`config.mk`:
```
export PLATFORM = sky130hd
export DESIGN_NAME = sirq_hub
export DESIGN_NICKNAME = d
export VERILOG_FILES = /design/src/rtl/sirq_pkg.sv /design/src/rtl/sirq_sticky.sv /design/src/rtl/sirq_line.sv /design/src/rtl/sirq_hub.sv
export SDC_FILE = /design/constraint.sdc
export NUM_CORES = 1
export LEC_CHECK = 0
export CORE_MARGIN = 2
export CORE_UTILIZATION = 49
export DETAILED_ROUTE_END_ITERATION = 10
export PLACE_DENSITY = 0.79
export SLEW_MARGIN = 20
export SYNTH_ARGS = -nofsm -noshare
export SYNTH_HDL_FRONTEND = slang
export SYNTH_SLANG_ARGS = --single-unit
```
`constraint.sdc`:
```
create_clock -name clk -period 1.7 [get_ports clk]
set_input_delay 0.34 -clock clk [delete_from_list [all_inputs] [get_ports clk]]
set_output_delay 0.34 -clock clk [all_outputs]
set_load 0.005 [all_outputs]
```
`src/rtl/sirq_pkg.sv`:
```
package sirq_pkg;
  localparam int ADDR_W    = 3;
  localparam int NUM_LINES = 2;
  localparam int NUM_ERR   = 6;
  localparam int NUM_EVT   = 6;
  localparam int REG_W     = (NUM_ERR > NUM_EVT) ? NUM_ERR : NUM_EVT;

  localparam logic [ADDR_W-1:0] A_PEND    = 3'd0;
  localparam logic [ADDR_W-1:0] A_ENABLE  = 3'd1;
  localparam logic [ADDR_W-1:0] A_FORCE   = 3'd2;
  localparam logic [ADDR_W-1:0] A_ERRMASK = 3'd3;
  localparam logic [ADDR_W-1:0] A_ERRFLAG = 3'd4;
  localparam logic [ADDR_W-1:0] A_EVTMASK = 3'd5;

  localparam int LINE_ERR = 0;
  localparam int LINE_EVT = 1;

  localparam int E_CMDBUSY = 0;
  localparam int E_OVF     = 1;
  localparam int E_UNF     = 2;
  localparam int E_CMDINV  = 3;
  localparam int E_CSIDINV = 4;
  localparam int E_ACCINV  = 5;

  localparam int V_RXFULL  = 0;
  localparam int V_TXEMPTY = 1;
  localparam int V_READY   = 4;

  // flag bits that may drive each line
  localparam logic [NUM_ERR-1:0] ERR_LINE_SRC =
    NUM_ERR'((1 << E_CMDBUSY) | (1 << E_CMDINV) | (1 << E_CSIDINV));
  localparam logic [NUM_EVT-1:0] EVT_LINE_SRC =
    NUM_EVT'((1 << V_RXFULL) | (1 << V_TXEMPTY) | (1 << V_READY));
  localparam logic [NUM_ERR-1:0] ERRMASK_RST = NUM_ERR'(6'h1F);
endpackage

```
`src/rtl/sirq_sticky.sv`:
```
module sirq_sticky #(
  parameter int W = 6
) (
  input  logic         clk,
  input  logic         rst_n,
  input  logic [W-1:0] set_i,
  input  logic [W-1:0] clr_i,
  output logic [W-1:0] q_o
);
  logic [W-1:0] q_d, q_q;

  for (genvar b = 0; b < W; b++) begin : g_bit
    // a new event is never lost to a concurrent clear
    always_comb q_d[b] = set_i[b] | (q_q[b] & ~clr_i[b]);
  end

  always_ff @(posedge clk or negedge rst_n) begin
    if (!rst_n) q_q <= '0;
    else        q_q <= q_d;
  end

  assign q_o = q_q;
endmodule

```
`src/rtl/sirq_line.sv`:
```
module sirq_line (
  input  logic clk,
  input  logic rst_n,
  input  logic en_i,
  input  logic trig_i,
  input  logic clr_i,
  output logic pend_o,
  output logic irq_o
);
  logic pend_d, pend_q, irq_d, irq_q;

  always_comb begin
    pend_d = pend_q;
    if (clr_i)              pend_d = 1'b0;
    else if (en_i && trig_i) pend_d = 1'b1;
    irq_d = pend_q & en_i;
  end

  always_ff @(posedge clk or negedge rst_n) begin
    if (!rst_n) begin
      pend_q <= 1'b0;
      irq_q  <= 1'b0;
    end else begin
      pend_q <= pend_d;
      irq_q  <= irq_d;
    end
  end

  assign pend_o = pend_q;
  assign irq_o  = irq_q;
endmodule

```
`src/rtl/sirq_hub.sv`:
```
module sirq_hub
  import sirq_pkg::*;
(
  input  logic              clk,
  input  logic              rst_n,
  input  logic              reg_we,
  input  logic [ADDR_W-1:0] reg_addr,
  input  logic [REG_W-1:0]  reg_wdata,
  output logic [REG_W-1:0]  reg_rdata,
  input  logic              err_cmd_busy,
  input  logic              err_overflow,
  input  logic              err_underflow,
  input  logic              err_cmd_inval,
  input  logic              err_csid_inval,
  input  logic              err_access_inval,
  input  logic              st_ready,
  input  logic              st_tx_empty,
  input  logic              st_rx_full,
  output logic              irq_err,
  output logic              irq_evt
);
  logic [NUM_LINES-1:0] en_q, en_d, pend_q, irq_q, trig, force_w, pend_clr;
  logic [NUM_ERR-1:0]   errmask_q, errmask_d, flags_q, err_pulse, flag_clr;
  logic [NUM_EVT-1:0]   evtmask_q, evtmask_d, evt_lvl;
  logic                 wr_en, wr_errmask, wr_evtmask;

  // write decode
  always_comb begin
    wr_en      = reg_we && (reg_addr == A_ENABLE);
    wr_errmask = reg_we && (reg_addr == A_ERRMASK);
    wr_evtmask = reg_we && (reg_addr == A_EVTMASK);
    pend_clr   = (reg_we && (reg_addr == A_PEND))    ? reg_wdata[NUM_LINES-1:0] : '0;
    force_w    = (reg_we && (reg_addr == A_FORCE))   ? reg_wdata[NUM_LINES-1:0] : '0;
    flag_clr   = (reg_we && (reg_addr == A_ERRFLAG)) ? reg_wdata[NUM_ERR-1:0]   : '0;
  end

  // next state for plain read/write registers, with explicit enables
  always_comb begin
    en_d      = wr_en      ? reg_wdata[NUM_LINES-1:0] : en_q;
    errmask_d = wr_errmask ? reg_wdata[NUM_ERR-1:0]   : errmask_q;
    evtmask_d = wr_evtmask ? reg_wdata[NUM_EVT-1:0]   : evtmask_q;
  end

  always_ff @(posedge clk or negedge rst_n) begin
    if (!rst_n) begin
      en_q      <= '0;
      errmask_q <= ERRMASK_RST;
      evtmask_q <= '0;
    end else begin
      en_q      <= en_d;
      errmask_q <= errmask_d;
      evtmask_q <= evtmask_d;
    end
  end

  // source vectors in register bit order
  always_comb begin
    err_pulse            = '0;
    err_pulse[E_CMDBUSY] = err_cmd_busy;
    err_pulse[E_OVF]     = err_overflow;
    err_pulse[E_UNF]     = err_underflow;
    err_pulse[E_CMDINV]  = err_cmd_inval;
    err_pulse[E_CSIDINV] = err_csid_inval;
    err_pulse[E_ACCINV]  = err_access_inval;
    evt_lvl              = '0;
    evt_lvl[V_RXFULL]    = st_rx_full;
    evt_lvl[V_TXEMPTY]   = st_tx_empty;
    evt_lvl[V_READY]     = st_ready;
  end

  sirq_sticky #(.W(NUM_ERR)) u_flags (
    .clk   (clk),
    .rst_n (rst_n),
    .set_i (err_pulse),
    .clr_i (flag_clr),
    .q_o   (flags_q)
  );

  always_comb begin
    trig[LINE_ERR] = force_w[LINE_ERR] | (|(flags_q & errmask_q & ERR_LINE_SRC));
    trig[LINE_EVT] = force_w[LINE_EVT] | (|(evt_lvl & evtmask_q & EVT_LINE_SRC));
  end

  for (genvar l = 0; l < NUM_LINES; l++) begin : g_line
    sirq_line u_line (
      .clk    (clk),
      .rst_n  (rst_n),
      .en_i   (en_q[l]),
      .trig_i (trig[l]),
      .clr_i  (pend_clr[l]),
      .pend_o (pend_q[l]),
      .irq_o  (irq_q[l])
    );
  end

  assign irq_err = irq_q[LINE_ERR];
  assign irq_evt = irq_q[LINE_EVT];

  always_comb begin
    reg_rdata = '0;
    case (reg_addr)
      A_PEND:    reg_rdata[NUM_LINES-1:0] = pend_q;
      A_ENABLE:  reg_rdata[NUM_LINES-1:0] = en_q;
      A_ERRMASK: reg_rdata[NUM_ERR-1:0]   = errmask_q;
      A_ERRFLAG: reg_rdata[NUM_ERR-1:0]   = flags_q;
      A_EVTMASK: reg_rdata[NUM_EVT-1:0]   = evtmask_q;
      default:   reg_rdata = '0;
    endcase
  end
endmodule

```
* Word level (Yosys, flattened, before mapping)
Cells that the tools add are included.
** Storage, ports and cells
- Register bits :: 24
- Output and inout port bits :: 8
- Logic and storage cells :: 59
** Operators by class
- Eq/ne operators :: 5
- Multiplexer cells :: 9
- Bitwise gates (word level) :: 24
- Reductions and logical operators :: 13
** Operator list (count)
- $pmux 4 s3 :: 1
- $and 5x5->5 :: 2
- $pmux 2 s5 :: 1
- $and 1x1->1 :: 8
- $logic_and 1x1->1 :: 8
- $or 1x1->1 :: 8
- $eq 3x2->1 const B :: 2
- $eq 3x3->1 const B :: 2
- $mux 6 :: 1
- $not 1->1 :: 6
- $reduce_or 3->1 :: 2
- $mux 1 :: 4
- $mux 2 :: 2
- $reduce_bool 2->1 :: 2
- $eq 3x1->1 const B :: 1
- $logic_not 3->1 :: 1

* Logic depth before layout (Yosys ltp)
- Depth after elaboration :: 7
- Gate-level depth with buffers :: 4
- Gate-level depth less buffers :: 3

* Cells and area by module
Synthesis repeated with hierarchy kept, for this count alone.
** Unflattened totals
- Cells, all modules :: 106
- Area, all modules :: 1251.2 um^2
** Modules (own cells, without submodules)
- sirq_hub :: instances 1, cells an instance 78, area an instance 903.4 um^2, seq. area each 356.6 um^2
- sirq_sticky :: instances 1, cells an instance 18, area an instance 217.7 um^2, seq. area each 150.1 um^2
- sirq_line :: instances 2, cells an instance 5, area an instance 65.1 um^2, seq. area each 50.0 um^2

* Worst setup path after synthesis
Ideal clock, no wire load.
- Path type :: input -> output
- From :: in reg_addr[2]
- To :: out reg_rdata[3]
- Arrival time :: 1.088 ns
- Required time :: 1.360 ns
- Slack :: 0.272 ns
- Stages on the path :: 4
- Cell sequence :: buf_6 -> and2b_4 -> a22o_1 -> a22o_1
** On the way
- Longest elaborated chain between the ends :: 2
- Elaborated cells on any way between the ends :: 4
- Those cells by class :: eq/ne (3); mux (1)
** RTL lines
- start: declaration :: line sirq_hub.sv:7 : input logic [ADDR_W-1:0] reg_addr,
- $eq 3x3->1 / $eq 3x2->1 (equally long branches) :: line sirq_hub.sv:101 : case (reg_addr)
- $pmux 4 s3 (*) :: line sirq_hub.sv:101
- end: declaration :: line sirq_hub.sv:9 : output logic [REG_W-1:0] reg_rdata,
Mark *: on every way between the ends. The rest lies on a longest branch, timed or not.

* Final worst setup path
- From :: reg errmask_q[0]
- To :: out reg_rdata[0]
** On the way
- Longest elaborated chain between the ends :: 1
** RTL lines
- start: declaration :: line sirq_hub.sv:23 : logic [NUM_ERR-1:0] errmask_q, errmask_d, flags_q, err_pulse, flag_clr;
- start signal: assignment :: line sirq_hub.sv:51 : errmask_q <= errmask_d;
- $pmux 2 s5 :: line sirq_hub.sv:101
No other way between the ends.

==> summary.md <==
| Metric | Value |
|---|---|
| Nets | `about 180` |
| Synth area leader | `dfrtp_1` |
| Crit. Startpoint | `errmask_q[0]` |
| Initial antenna violation count | `0` |
| Vias per std cell | `5.557` |
| Core ar. | `2455 sq um` |
| Antenna Nets Post-Route | `0` |
| DR vias | `1017` |
| Mapped cell area | `1252 sq um` |
| FF+latch count, synth | `24` |
| Mapped Nets | `around 120` |
| Hpwl dp | `2192 um` |
| Maximum clock insertion buffer count | `2` |
| Syn Area/Cell | `12.91 sq um` |
| Horiz. Die Dim | `about 55 um` |
| TritonCTS Buffers | `3` |
| Die H | `54.56 um` |
| # rows | `18` |
| EDFF count, synth | `0` |
| Combinational power share | `30.8%` |
| Ys Warns | `0` |
| Clock power share | `between 20% and 30%` |
| Final Setup Violations | `0` |
| Peak fanout along the critical path | `2` |
| Worst-path clk slew | `0.14 ns` |
| Die ar. | `2976 sq um` |
| Final wirelength | `3144 um` |
| Cts hold-fix bufs | `0` |
| Critical path data arrival time | `1.34 ns` |
| Sink Count | `24` |
| Initial DRC count | `16` |
| Synth unique cells | `30` |
| Hold slack | `0.3597 ns` |
| CP endpoint | `reg_rdata[0]` |
| RSZ-0062 raised after global routing | `yes` |
| P_int | `1279 uW` |
| First-pass GRT wire length | `4961 um` |
| Top Ports | `29` |
| Async SR Flop Fraction | `100.0%` |
| Fmax | `roughly 600 MHz` |
| PwrDens | `959.0 nW/um^2` |
| Largest net degree at the start of global routing | `25` |
| Static Leakage | `0.0008181 uW` |
| # diodes | `0` |
| Vias in the first global route | `1075` |
| Remaining Overflow, GRT | `0` |
| Routed wire length per instance | `17.18 um` |
| DRT Pass-1 Iters | `4` |
| Critical path class | `reg -> out` |
| Final period util | `98.66%` |
| Final instance area | `1783 sq um` |
| Max Transition Viols Final | `0` |
| Fin crit period | `1.677 ns` |
| Slew margin rel. | `around 80%` |
| Largest cells by area after synthesis | `dfrtp_1, mux2_4, dfstp_2` |
| CP Capture Type | `primary output` |
| # port buffers | `28` |
| Clock Latency Late Sink | `0.33 ns` |
| Share of power burned in registers | `44.6%` |
| RR Endpoint | `g_line[0].u_line.pend_o` |
| CP Launch Type | `register` |
| Root Driver | `clkbuf_4` |
| Post-route DRC violation count | `0` |
| Placed inst area | `1685 sq um` |
| Reg2reg start | `errmask_q[0]` |
| CTS tree | `yes` |
| Share of layout cells above drive strength 1 | `47.06%` |
| Post-Syn Instances | `97` |
| Switching Share | `25.18%` |
| Endpoints failing hold | `0` |
| Final Wtd Congestion | `0.8458` |
| CP Data Required Time | `1.36 ns` |
| Setup Skew | `approximately 0.0098 ns` |
| R2r worst-path depth | `4` |
| Total GRT Usage | `23.90%` |
| Initial Util | `51.02%` |
| Top-area cell type share of the netlist area | `37.96%` |
| HP Class | `in -> async` |
| Tightest Pin Transition | `0.3131 ns` |
| Maximum vdd drop | `0.7866 mV` |
| R2R setup slack | `0.57 ns` |
| Max-Cap Viols | `0` |
| H-tree Lvls | `1` |
| Psw | `430.5 uW` |
| Sequential share of the synthesized area | `48.45%` |
| Synthesis-to-layout area growth | `42.36%` |
| Synth Flop Type | `dfrtp_1` |
| Status | `complete, no violations` |
==> critical path, cell delays in order (launching register included) <==
cell	delay [ns]
dfstp_2	0.55
and3_1	0.15
a21oi_1	0.04
o21ai_1	0.14
buf_2	0.14
==> timing repair <==
action,4_1_cts,5_1_grt
setup buffers,6,2
endpoints found under the setup margin,6,4
pin swaps,3,4
gates resized for setup,39,5
==> power groups by stage <==
stage               Clock, uW  Combinational [uW]  Sequential (uW)
global route              446                 568              779
global placement            0                 471              773
floorplan                   0                 242              764
finish                    421                 526              763
CTS                       425                 511              763
detailed placement          0                 484              780
==> cell type report <==
cell class              instances  area [sq um]
clock buffers                   3         22.52
clock inverters                 1         30.03
fillers                       164         671.9
multi-input cells              70         640.6
flip-flops and latches         24         606.8
well taps                      30         37.54
repair buffers                 55         445.4
==> registers in the layout (all words and copies together), names as in the netlist <==
signal                count
en_q                      2
errmask_q                 6
evtmask_q                 6
g_line.u_line.irq_o       2
g_line.u_line.pend_o      2
u_flags.q_o               6
==> per-layer routing <==
layer	part of all wire, %	global-route usage [%]
met3	4.3	4.372
met1	43	29.05
met4	1.7	10.00
met5	0	0
met2	51	41.37
==> metrics by stage <==
stage	TNS, ns	util [%]	setup slack [ns]	cells	total power [uW]
3_3_place_gp	-6.745	68.65	-0.6400	171	1244
2_1_floorplan	0	-	0.2716	97	1006
4_1_cts	0	71.81	0.009257	181	1700
3_5_place_dp	-7.394	68.65	-0.6655	171	1264
6_report	0	72.63	0.02285	183	1710
5_1_grt	-0.04274	72.63	-0.03993	183	1793
==> synth_stat cells, drive strengths merged (2+ instances only) <==
cell type  instances
dfrtp             19
mux2              16
nand2              9
a22o               8
a21o               6
a21oi              5
dfstp              5
and2               3
buf                3
nor2               3
a22oi              2
and3               2
and4bb             2
nand3              2
nor2b              2
o21ai              2
==> cell usage in the layout, fill, tap and decap left out, drive strengths merged, types with 3 or more instances in the layout <==
cell type      synthesis  layout
clkdlybuf4s50          0      19
a21o                   6       6
clkbuf                 0       4
nand2                  9       9
a22o                   8       8
nor2                   3       3
and2                   3       3
mux2                  16      16
dfstp                  5       5
buf                    3      35
a21oi                  5       5
dfrtp                 19      19
==> kinds of logic (layout without fill, tap and decap cells) <==
logic type,Yosys count,count (layout),share of synthesized area [%]
muxes,17,17,18.78
DFF,24,24,48.45
AOI/OAI and AO/OA,27,27,15.78
buffers and inverters,3,59,2.197
and+or+nand+nor,26,26,14.79
==> worst min-delay path by stage <==
stage | start | to | slack [ns]
6_report | rst_n | evtmask_q[3] | 0.36
5_1_grt | rst_n | evtmask_q[1] | 0.39
4_1_cts | rst_n | evtmask_q[1] | 0.36
3_5_place_dp | u_flags.q_o[1] | u_flags.q_o[1] | 0.47
3_3_place_gp | u_flags.q_o[1] | u_flags.q_o[1] | 0.46
2_1_floorplan | rst_n | en_q[0] | 0.04
Power figures use the tool's default switching activity.
